**src/rtl/ipc_mbx_pkg.sv**
```systemverilog
package ipc_mbx_pkg;

   localparam int unsigned WORD_W = 32;
   localparam logic [7:0]  CMD_OFF  = 8'h00;
   localparam logic [7:0]  STAT_OFF = 8'h04;

   // Command word as written by the host.
   typedef struct packed {
      logic [7:0] rsv_hi;
      logic [7:0] size;
      logic [3:0] sub_id;
      logic [2:0] rsv_lo;
      logic       ioc;
      logic [7:0] opcode;
   } mbx_cmd_t;

   // Status word as seen by the host.
   typedef struct packed {
      logic [7:0] rsv_hi;
      logic [7:0] err_code;
      logic [7:0] init_id;
      logic [3:0] cmd_id;
      logic [1:0] rsv_lo;
      logic       err;
      logic       busy;
   } mbx_status_t;

endpackage

```
**src/rtl/mbx_cmd_ctrl.sv**
```systemverilog
module mbx_cmd_ctrl
   import ipc_mbx_pkg::*;
(
   input  logic        clk,
   input  logic        rst_n,
   input  logic        cmd_wr,
   input  logic [31:0] cmd_wdata,
   input  logic        done,
   input  logic        done_err,
   input  logic [7:0]  done_code,
   input  logic [7:0]  done_init,
   output mbx_cmd_t    cmd_q,
   output logic        doorbell,
   output mbx_status_t status,
   output logic        irq,
   output logic        load_rsp
);

   logic       busy_q;
   logic       db_q;
   logic       irq_q;
   logic       err_q;
   logic [7:0] code_q;
   logic [7:0] init_q;
   logic [3:0] id_q;
   mbx_cmd_t   cmd_r;

   logic accept;
   logic finish;

   assign accept = cmd_wr & ~busy_q;
   assign finish = done & busy_q;

   always_ff @(posedge clk or negedge rst_n) begin
      if (!rst_n) begin
         busy_q <= 1'b0;
         db_q   <= 1'b0;
         irq_q  <= 1'b0;
         err_q  <= 1'b0;
         code_q <= '0;
         init_q <= '0;
         id_q   <= '0;
         cmd_r  <= '0;
      end else begin
         db_q  <= accept;
         irq_q <= finish & cmd_r.ioc;
         if (accept) begin
            cmd_r  <= mbx_cmd_t'(cmd_wdata);
            busy_q <= 1'b1;
         end else if (finish) begin
            busy_q <= 1'b0;
            err_q  <= done_err;
            code_q <= done_code;
            init_q <= done_init;
            id_q   <= cmd_r.sub_id;
         end
      end
   end

   always_comb begin
      status          = '0;
      status.busy     = busy_q;
      status.err      = err_q;
      status.cmd_id   = id_q;
      status.init_id  = init_q;
      status.err_code = code_q;
   end

   assign cmd_q    = cmd_r;
   assign doorbell = db_q;
   assign irq      = irq_q;
   assign load_rsp = finish;

   a_r2_busy_after_cmd: assert property (@(posedge clk) disable iff (!rst_n)
      accept |=> (busy_q && db_q));

   a_r2_doorbell_single: assert property (@(posedge clk) disable iff (!rst_n)
      db_q |=> !db_q);

   a_r3_busy_write_ignored: assert property (@(posedge clk) disable iff (!rst_n)
      (cmd_wr && busy_q) |=> (!db_q && $stable(cmd_r)));

   a_r5_done_clears_busy: assert property (@(posedge clk) disable iff (!rst_n)
      finish |=> !busy_q);

   a_r7_irq_single: assert property (@(posedge clk) disable iff (!rst_n)
      irq_q |=> !irq_q);

   a_r7_irq_when_idle: assert property (@(posedge clk) disable iff (!rst_n)
      irq_q |-> !busy_q);

   a_r8_idle_done_ignored: assert property (@(posedge clk) disable iff (!rst_n)
      (done && !busy_q && !cmd_wr) |=> $stable(status));

endmodule

```
**src/rtl/mbx_buf.sv**
```systemverilog
module mbx_buf #(
   parameter int BYTES = 16,
   parameter int IDX_W = 2
) (
   input  logic               clk,
   input  logic               rst_n,
   input  logic               wr_en,
   input  logic [IDX_W-1:0]   wr_idx,
   input  logic [31:0]        wr_data,
   input  logic [3:0]         wr_be,
   input  logic               load,
   input  logic [BYTES*8-1:0] load_data,
   output logic [BYTES*8-1:0] q
);

   for (genvar b = 0; b < BYTES; b++) begin : g_byte
      logic [7:0] r;
      always_ff @(posedge clk or negedge rst_n) begin
         if (!rst_n)
            r <= '0;
         else if (load)
            r <= load_data[8*b +: 8];
         else if (wr_en && (wr_idx == IDX_W'(b / 4)) && wr_be[b % 4])
            r <= wr_data[8*(b % 4) +: 8];
      end
      assign q[8*b +: 8] = r;
   end

   a_r6_load_captures: assert property (@(posedge clk) disable iff (!rst_n)
      load |=> (q == $past(load_data)));

   a_r4_no_lane_no_change: assert property (@(posedge clk) disable iff (!rst_n)
      (!load && (!wr_en || wr_be == 4'b0000)) |=> $stable(q));

endmodule

```
**src/rtl/mbx_rd_mux.sv**
```systemverilog
module mbx_rd_mux
   import ipc_mbx_pkg::*;
#(
   parameter int ADDR_W    = 8,
   parameter int BYTES     = 16,
   parameter int IBUF_BASE = 144
) (
   input  logic               rd_en,
   input  logic               rd_byte,
   input  logic [ADDR_W-1:0]  rd_addr,
   input  logic [31:0]        status_w,
   input  logic [BYTES*8-1:0] ibuf,
   output logic [31:0]        rdata
);

   localparam int WORDS = BYTES / 4;

   logic [ADDR_W-1:0] aligned;
   logic [31:0]       word;
   logic [31:0]       shifted;

   assign aligned = {rd_addr[ADDR_W-1:2], 2'b00};

   always_comb begin
      word = '0;
      if (aligned == ADDR_W'(STAT_OFF))
         word = status_w;
      for (int w = 0; w < WORDS; w++) begin
         if (int'(aligned) == IBUF_BASE + 4*w)
            word = ibuf[32*w +: 32];
      end
   end

   assign shifted = word >> {rd_addr[1:0], 3'b000};

   always_comb begin
      if (!rd_en)
         rdata = '0;
      else if (rd_byte)
         rdata = {24'b0, shifted[7:0]};
      else
         rdata = word;
   end

endmodule

```
**src/rtl/ipc_mailbox.sv**
```systemverilog
module ipc_mailbox
   import ipc_mbx_pkg::*;
#(
   parameter int ADDR_W    = 8,
   parameter int BUF_BYTES = 16,
   parameter int OBUF_BASE = 128,
   parameter int IBUF_BASE = 144
) (
   input  logic                   clk,
   input  logic                   rst_n,
   input  logic                   hst_wr,
   input  logic                   hst_rd,
   input  logic                   hst_rd_byte,
   input  logic [ADDR_W-1:0]      hst_addr,
   input  logic [31:0]            hst_wdata,
   input  logic [3:0]             hst_be,
   output logic [31:0]            hst_rdata,
   output logic                   hst_irq,
   output logic                   ctl_doorbell,
   output logic [31:0]            ctl_cmd,
   output logic [BUF_BYTES*8-1:0] ctl_obuf,
   input  logic                   ctl_done,
   input  logic                   ctl_err,
   input  logic [7:0]             ctl_err_code,
   input  logic [7:0]             ctl_init_id,
   input  logic [BUF_BYTES*8-1:0] ctl_rsp
);

   localparam int WORDS = BUF_BYTES / 4;
   localparam int IDX_W = (WORDS > 1) ? $clog2(WORDS) : 1;

   // Elaboration-time parameter checks
   if (BUF_BYTES < 4 || (BUF_BYTES % 4) != 0) begin : g_bad_bytes
      $error("BUF_BYTES must be a nonzero multiple of 4");
   end
   if ((OBUF_BASE % 4) != 0 || (IBUF_BASE % 4) != 0) begin : g_bad_align
      $error("buffer bases must be word aligned");
   end
   if (OBUF_BASE < 8 || IBUF_BASE < OBUF_BASE + BUF_BYTES) begin : g_bad_overlap
      $error("buffers overlap each other or the command/status words");
   end
   if (IBUF_BASE + BUF_BYTES > (1 << ADDR_W)) begin : g_bad_window
      $error("inbound buffer exceeds the address window");
   end

   logic        cmd_wr;
   logic        obuf_wr;
   logic [IDX_W-1:0] obuf_idx;
   mbx_cmd_t    cmd_q;
   mbx_status_t status;
   logic        load_rsp;
   logic [BUF_BYTES*8-1:0] ibuf_q;

   assign cmd_wr  = hst_wr && (hst_addr == ADDR_W'(CMD_OFF));
   assign obuf_wr = hst_wr && (int'(hst_addr) >= OBUF_BASE)
                           && (int'(hst_addr) <  OBUF_BASE + BUF_BYTES);
   assign obuf_idx = IDX_W'((int'(hst_addr) - OBUF_BASE) >> 2);

   mbx_cmd_ctrl u_ctrl (
      .clk       (clk),
      .rst_n     (rst_n),
      .cmd_wr    (cmd_wr),
      .cmd_wdata (hst_wdata),
      .done      (ctl_done),
      .done_err  (ctl_err),
      .done_code (ctl_err_code),
      .done_init (ctl_init_id),
      .cmd_q     (cmd_q),
      .doorbell  (ctl_doorbell),
      .status    (status),
      .irq       (hst_irq),
      .load_rsp  (load_rsp)
   );

   mbx_buf #(.BYTES(BUF_BYTES), .IDX_W(IDX_W)) u_obuf (
      .clk       (clk),
      .rst_n     (rst_n),
      .wr_en     (obuf_wr),
      .wr_idx    (obuf_idx),
      .wr_data   (hst_wdata),
      .wr_be     (hst_be),
      .load      (1'b0),
      .load_data ('0),
      .q         (ctl_obuf)
   );

   mbx_buf #(.BYTES(BUF_BYTES), .IDX_W(IDX_W)) u_ibuf (
      .clk       (clk),
      .rst_n     (rst_n),
      .wr_en     (1'b0),
      .wr_idx    ('0),
      .wr_data   ('0),
      .wr_be     (4'b0000),
      .load      (load_rsp),
      .load_data (ctl_rsp),
      .q         (ibuf_q)
   );

   mbx_rd_mux #(.ADDR_W(ADDR_W), .BYTES(BUF_BYTES), .IBUF_BASE(IBUF_BASE)) u_rd (
      .rd_en    (hst_rd),
      .rd_byte  (hst_rd_byte),
      .rd_addr  (hst_addr),
      .status_w (status),
      .ibuf     (ibuf_q),
      .rdata    (hst_rdata)
   );

   assign ctl_cmd = cmd_q;

   a_r9_reserved_status_zero: assert property (@(posedge clk) disable iff (!rst_n)
      (hst_rd && !hst_rd_byte && hst_addr == ADDR_W'(STAT_OFF)) |->
         (hst_rdata[31:24] == 8'h00 && hst_rdata[3:2] == 2'b00));

endmodule

```
**config.mk**
```make
export PLATFORM = sky130hd
export DESIGN_NAME = ipc_mailbox
export DESIGN_NICKNAME = d
export VERILOG_FILES = /design/src/rtl/ipc_mbx_pkg.sv /design/src/rtl/mbx_cmd_ctrl.sv /design/src/rtl/mbx_buf.sv /design/src/rtl/mbx_rd_mux.sv /design/src/rtl/ipc_mailbox.sv
export SDC_FILE = /design/constraint.sdc
export NUM_CORES = 1
export LEC_CHECK = 0
export BUFFER_PORTS_ARGS = -buffer_cell sky130_fd_sc_hd__clkbuf_2
export CAP_MARGIN = 40
export CORE_UTILIZATION = 52
export DETAILED_ROUTE_END_ITERATION = 10
export PLACE_DENSITY = 0.77
export REMOVE_ABC_BUFFERS = 1
export SYNTH_ARGS = -nofsm -noshare
export SYNTH_HDL_FRONTEND = slang
export SYNTH_SLANG_ARGS = --single-unit
```
**constraint.sdc**
```tcl
create_clock -name clk -period 2.4 [get_ports clk]
set_input_delay 0.24 -clock clk [delete_from_list [all_inputs] [get_ports clk]]
set_output_delay 0.24 -clock clk [all_outputs]
set_load 0.03 [all_outputs]
```
[Yosys cells after proc, flatten, opt, wreduce, memory -nomap -nowiden]
Index checks and enable logic that the tools add are counted.
Storage, ports and cells
  input bits: 195
  flip-flop bits (word level): 312
  output and inout port bits: 194
Operators by class
  shifts and indexed selects: 1
  magnitude comparators: 2
  muxes and demuxes: 9
  equality and inequality tests: 8
  reduce and logical (&&, ||, !) cells: 27
  add/subtract/negate cells: 1
  bitwise gates (word level): 5
Operators with widths (count)
  $mux 32: 6
  $shr 32x5->8: 1
  $eq 6x6->1 const B: 4
  $mux 24: 1
  $logic_and 1x1->1: 23
  $ge 8x8->1 const B: 1
  $logic_not 8->1: 1
  $lt 8x8->1 const B: 1
  $eq 6x1->1 const B: 1
  $eq 2x2->1 const B: 2
  $sub 4x1->4 const B: 1
  $and 1x1->1: 3
  $eq 2x1->1 const B: 1
  $logic_not 2->1: 1
  $mux 1: 2
  $not 1->1: 2
  $reduce_and 2->1: 1
  $reduce_bool 2->1: 1

[Longest topological paths before layout]
  depth after elaboration: 9
  mapped depth: 8

[By module]
From an unflattened synthesis, not the netlist that was laid out.
Second synthesis, totals
  cell total of the unflattened synthesis: 1671
  area, all modules: 16737.3 um^2
By module, submodules not included
  mbx_buf: cells an instance 590, area each 6145.9 um^2, seq. area each 3203.1 um^2, times used 2
  mbx_rd_mux: cells an instance 352, area each 2238.4 um^2, seq. area each 0.0 um^2, times used 1
  mbx_cmd_ctrl: cells an instance 133, area each 2168.3 um^2, seq. area each 1401.3 um^2, times used 1
  ipc_mailbox: cells an instance 6, area each 38.8 um^2, seq. area each 0.0 um^2, times used 1

[Least setup slack after synthesis]
OpenSTA, ideal clock, no wires.
  path type: input-to-output
  from: input hst_addr[2]
  to: output hst_rdata[16]
  arrival: 2091 ps
  buffers on the path: 3
  slack: 69 ps
  cell stages on the path: 7
  cell sequence: clkbuf_1 -> buf_2 -> buf_2 -> nand3b_1 -> o22ai_1 -> a21boi_0 -> a211oi_1
On the way
  word-level cells in the longest chain between the ends: 8
RTL lines
  start, declared: RTL line ipc_mailbox.sv:14  | input logic [ADDR_W-1:0] hst_addr,
  $eq 6x1->1: RTL line mbx_rd_mux.sv:26  | if (aligned == ADDR_W'(STAT_OFF))
  $mux 24: RTL line mbx_rd_mux.sv:26
  $mux 32 (3 in series): RTL line mbx_rd_mux.sv:29  | if (int'(aligned) == IBUF_BASE + 4*w)
  $mux 32 *: RTL line mbx_rd_mux.sv:29
  $mux 32 *: RTL line mbx_rd_mux.sv:39  | else if (rd_byte)
  $mux 32 *: RTL line mbx_rd_mux.sv:37  | if (!rd_en)
  end, declared: RTL line ipc_mailbox.sv:17  | output logic [31:0] hst_rdata,
Mark *: on every way between the ends. The rest lies on a longest branch, timed or not.

[Worst setup path after layout]
  from: input hst_addr[5]
  to: output hst_rdata[16]
Same word-level chain as after synthesis.

==> flow_metrics.tcl <==
set metrics [dict create \
    status "finished with violations" \
    path_max_fanout 5 \
    reg2reg_depth 6 \
    cts_tree "done" \
    place.gp.congestion 0.9254 \
    ant_nets 0 \
    die_h_um 162.2 \
    drive_gt1_share_pct 50.06 \
    start_kind "input port" \
    synth.area.top_cells "dfrtp_1 59%, mux2_2 24%, nand2_1 3.7%" \
    cp.arrival_ns 2.17 \
    cts_root_buffer "clkbuf_16" \
    synthFlopType "dfrtp_1" \
    clock.fmax_mhz 414.7 \
    ys_ff_latch 312 \
    crit_chain "clkbuf_2 -> or4_1 -> o22ai_1 -> a21boi_0 -> a211oi_1 -> clkbuf_2" \
    design.die.area_um2 26310 \
    synth_common_cells "312 x dfrtp_1, 279 x mux2_2, 132 x nand2_1" \
    core_area_um2 25180 \
    top_layer "met5" \
    cp_top_family "compound AO/OA/AOI/OAI gates" \
    cts_sinks 312 \
    yosysTopAreaCell "dfrtp_1" \
    grt_pass1_wl_um 64180 \
    irDropWorstVdd_v 0.0006361 \
    start_util_pct 53.00 \
    clk_path_buf_depth 3 \
    final_hold_viol_count 0 \
    dp_slack_ns 0.04064 \
    p_leak_nw 9.753 \
    htreeDepth 2 \
    cts_made_buffers 34 \
    relSlewSlack_pct 60.25 \
    fin_crit_sh_pct 100.5 \
    min_path_cells 2 \
    finish.net_count 1753 \
    path_common_cell "clkbuf_2" \
    synth.yosys.seq_area_share_pct 58.50 \
    multi_input_area_um2 5379 \
    cap_viol_max_count 0 \
    wl_um 42690 \
    hpwl_um 28010 \
    fin_skew_ns 0.01008 \
    endpoint_kind "primary output" \
    die_x_um 162.2 \
    synth_top_area_share_pct 58.50 \
    required_ns 2.16 \
    drc 0 \
    met2RoutedLength_um 21000 \
    crit_type "in -> out" \
    violations "setup timing" \
    seq_area_um2 7807 \
    post_drt_wl_per_cell_um 22.29 \
    clock_latency_ns 0.50 \
    port_buffers 388 \
    drt-initial-drc-count 1032 \
    syn-cell-area_um2 13350 \
    syn_inst 996 \
    grt_pass1_vias 11300 \
    hold_class "in -> reg" \
    grtUsageTotal_pct 32.45 \
    rows 58 \
    critPathMaxStageDelay_ns 0.63 \
    async_flop_share_pct 100.0 \
    yosysMostFrequentCell "dfrtp_1" \
    synth_area_per_cell_um2 13.40 \
    maxSlewViolCount 0 \
    yosys.cell_types.count 52 \
    drt-met1-wl_um 16000 \
    vias 10720 \
    worstMarginPinSlew_ns 0.5962 \
    rsz0062_at_grt "true" \
    power_per_cell_area_nw_per_um2 705.8 \
    dr.pass1.iters 5 \
    power_mw 13.16 \
    grt_antenna_before_repair 5 \
    num_io_pins 389 \
    setup_violations 1 \
    synth_warnings 0 \
    avgViaCountPerCell 5.597 \
    synth_edf_count 0 \
    syn2layout_area_growth_pct 39.72 \
    setup_ws_ns -0.01124 \
    path_clk_slew_ns 0.05 \
    met3_length_um 3702 \
    cp_num_cells 6 \
    grt-ovfl-total 0 \
    fillCellCount 1541 \
    grt_max_degree 69 \
    critPathBufInv 2 \
    slowest_stage "or4_1" \
    finalCriticalPeriod_ns 2.411 \
]
==> per-layer routing <==
layer / GRT usage, % / vias to the layer above
met1: 38.36 / 5337
met4: 15.78 / 2
met3: 8.912 / 137
met5: 0 / -
li1: - / 4680
met2: 54.76 / 563
==> metrics by stage <==
step	hold WS [ns]	setup TNS (ns)	instances	instance area (um2)	util (%)
floorplan	-0.05559	-272.96	944	13120	-
global placement	0.2244	0	1698	15920	63.23
detailed placement	0.2319	0	1698	15920	63.23
CTS	0.00006539	0	1907	18540	73.63
global route	0.0009014	-0.1681	1915	18650	74.04
finish	0.01393	-0.01124	1915	18650	74.04
==> cells by family after synthesis <==
kind of cell	Yosys count	synth area share, %
and+or+nand+nor	225	7.501
buffers and inverters	54	1.716
AOI/OAI and AO/OA	95	4.932
DFF	312	58.50
muxes	310	27.35
==> sequential cells by signal, indices dropped and copies added, names as in the netlist <==
register	flops
u_ctrl.busy_q	1
u_ctrl.id_q	4
u_ctrl.init_q	8
u_ctrl.err_q	1
u_ctrl.code_q	8
u_ctrl.irq	1
u_ctrl.doorbell	1
u_ctrl.cmd_q	32
u_ibuf.g_byte.r	128
u_obuf.g_byte.r	128
==> repair_timing <==
action / in CTS / in global routing
setup endpoints to repair: 3 / 8
pin swaps: 2 / 3
gates resized for setup: 5 / 20
hold endpoints to repair: 211 / 3
gates cloned: 0 / 0
setup buffers: 0 / 2
hold buffers: 149 / 3
==> layout by cell type (no fill, tap or decap), types with 4 or more instances in the layout <==
cell and instances:
mux2_2 278, mux2i_1 8, clkbuf_2 382, dlygate4sd3_1 152, clkinv_2 5, o21ba_2 6, nand2b_1 8, nand2_1 130
o21ai_0 21, mux2_1 8, o22ai_1 7, nor2_1 35, o2bb2ai_1 4, mux4_2 15, o211ai_1 5, nand3_1 9
clkbuf_1 9, dfrtp_1 312, o21ai_1 4, a21oi_1 12, a32oi_1 6, buf_12 12, buf_4 29, clkbuf_8 7
and3_1 17, clkbuf_16 35
==> worst paths after layout <==
path                       slack [ns]                    startpoint                                 end
setup reg to reg                 0.69     u_ctrl.busy_q$_DFFE_PN0P_        u_ctrl.cmd_q[27]$_DFFE_PN0P_
hold / removal                   0.01                   ctl_rsp[45]   u_ibuf.g_byte[5].r[5]$_DFFE_PN0P_
setup / recovery                -0.01                   hst_addr[5]                       hst_rdata[16]
min in group asynchronous        0.28                         rst_n  u_ibuf.g_byte[13].r[6]$_DFFE_PN0P_
max in group asynchronous        1.29                         rst_n        u_ctrl.cmd_q[18]$_DFFE_PN0P_
hold reg to reg                  0.47  u_ctrl.cmd_q[11]$_DFFE_PN0P_        u_ctrl.cmd_q[11]$_DFFE_PN0P_
==> power by group <==
part | leakage [nW] | switching [mW] | total (mW) | internal, mW
Combinational | 5.03 | 1.11 | 1.99 | 0.888
Clock | 0.549 | 2.07 | 5.19 | 3.12
Sequential | 4.17 | 0.272 | 5.98 | 5.71
==> final cells by class <==
type	instances	share of cell area, %
timing repair buffer	578	21.04
clock buffer	51	5.395
tap	330	2.214
clock inverter	9	0.5503
multi-input combinational	630	28.85
antenna	3	0.04026
inverter	2	0.04026
sequential	312	41.87
Note: power is estimated with default switching activity, not from simulation.
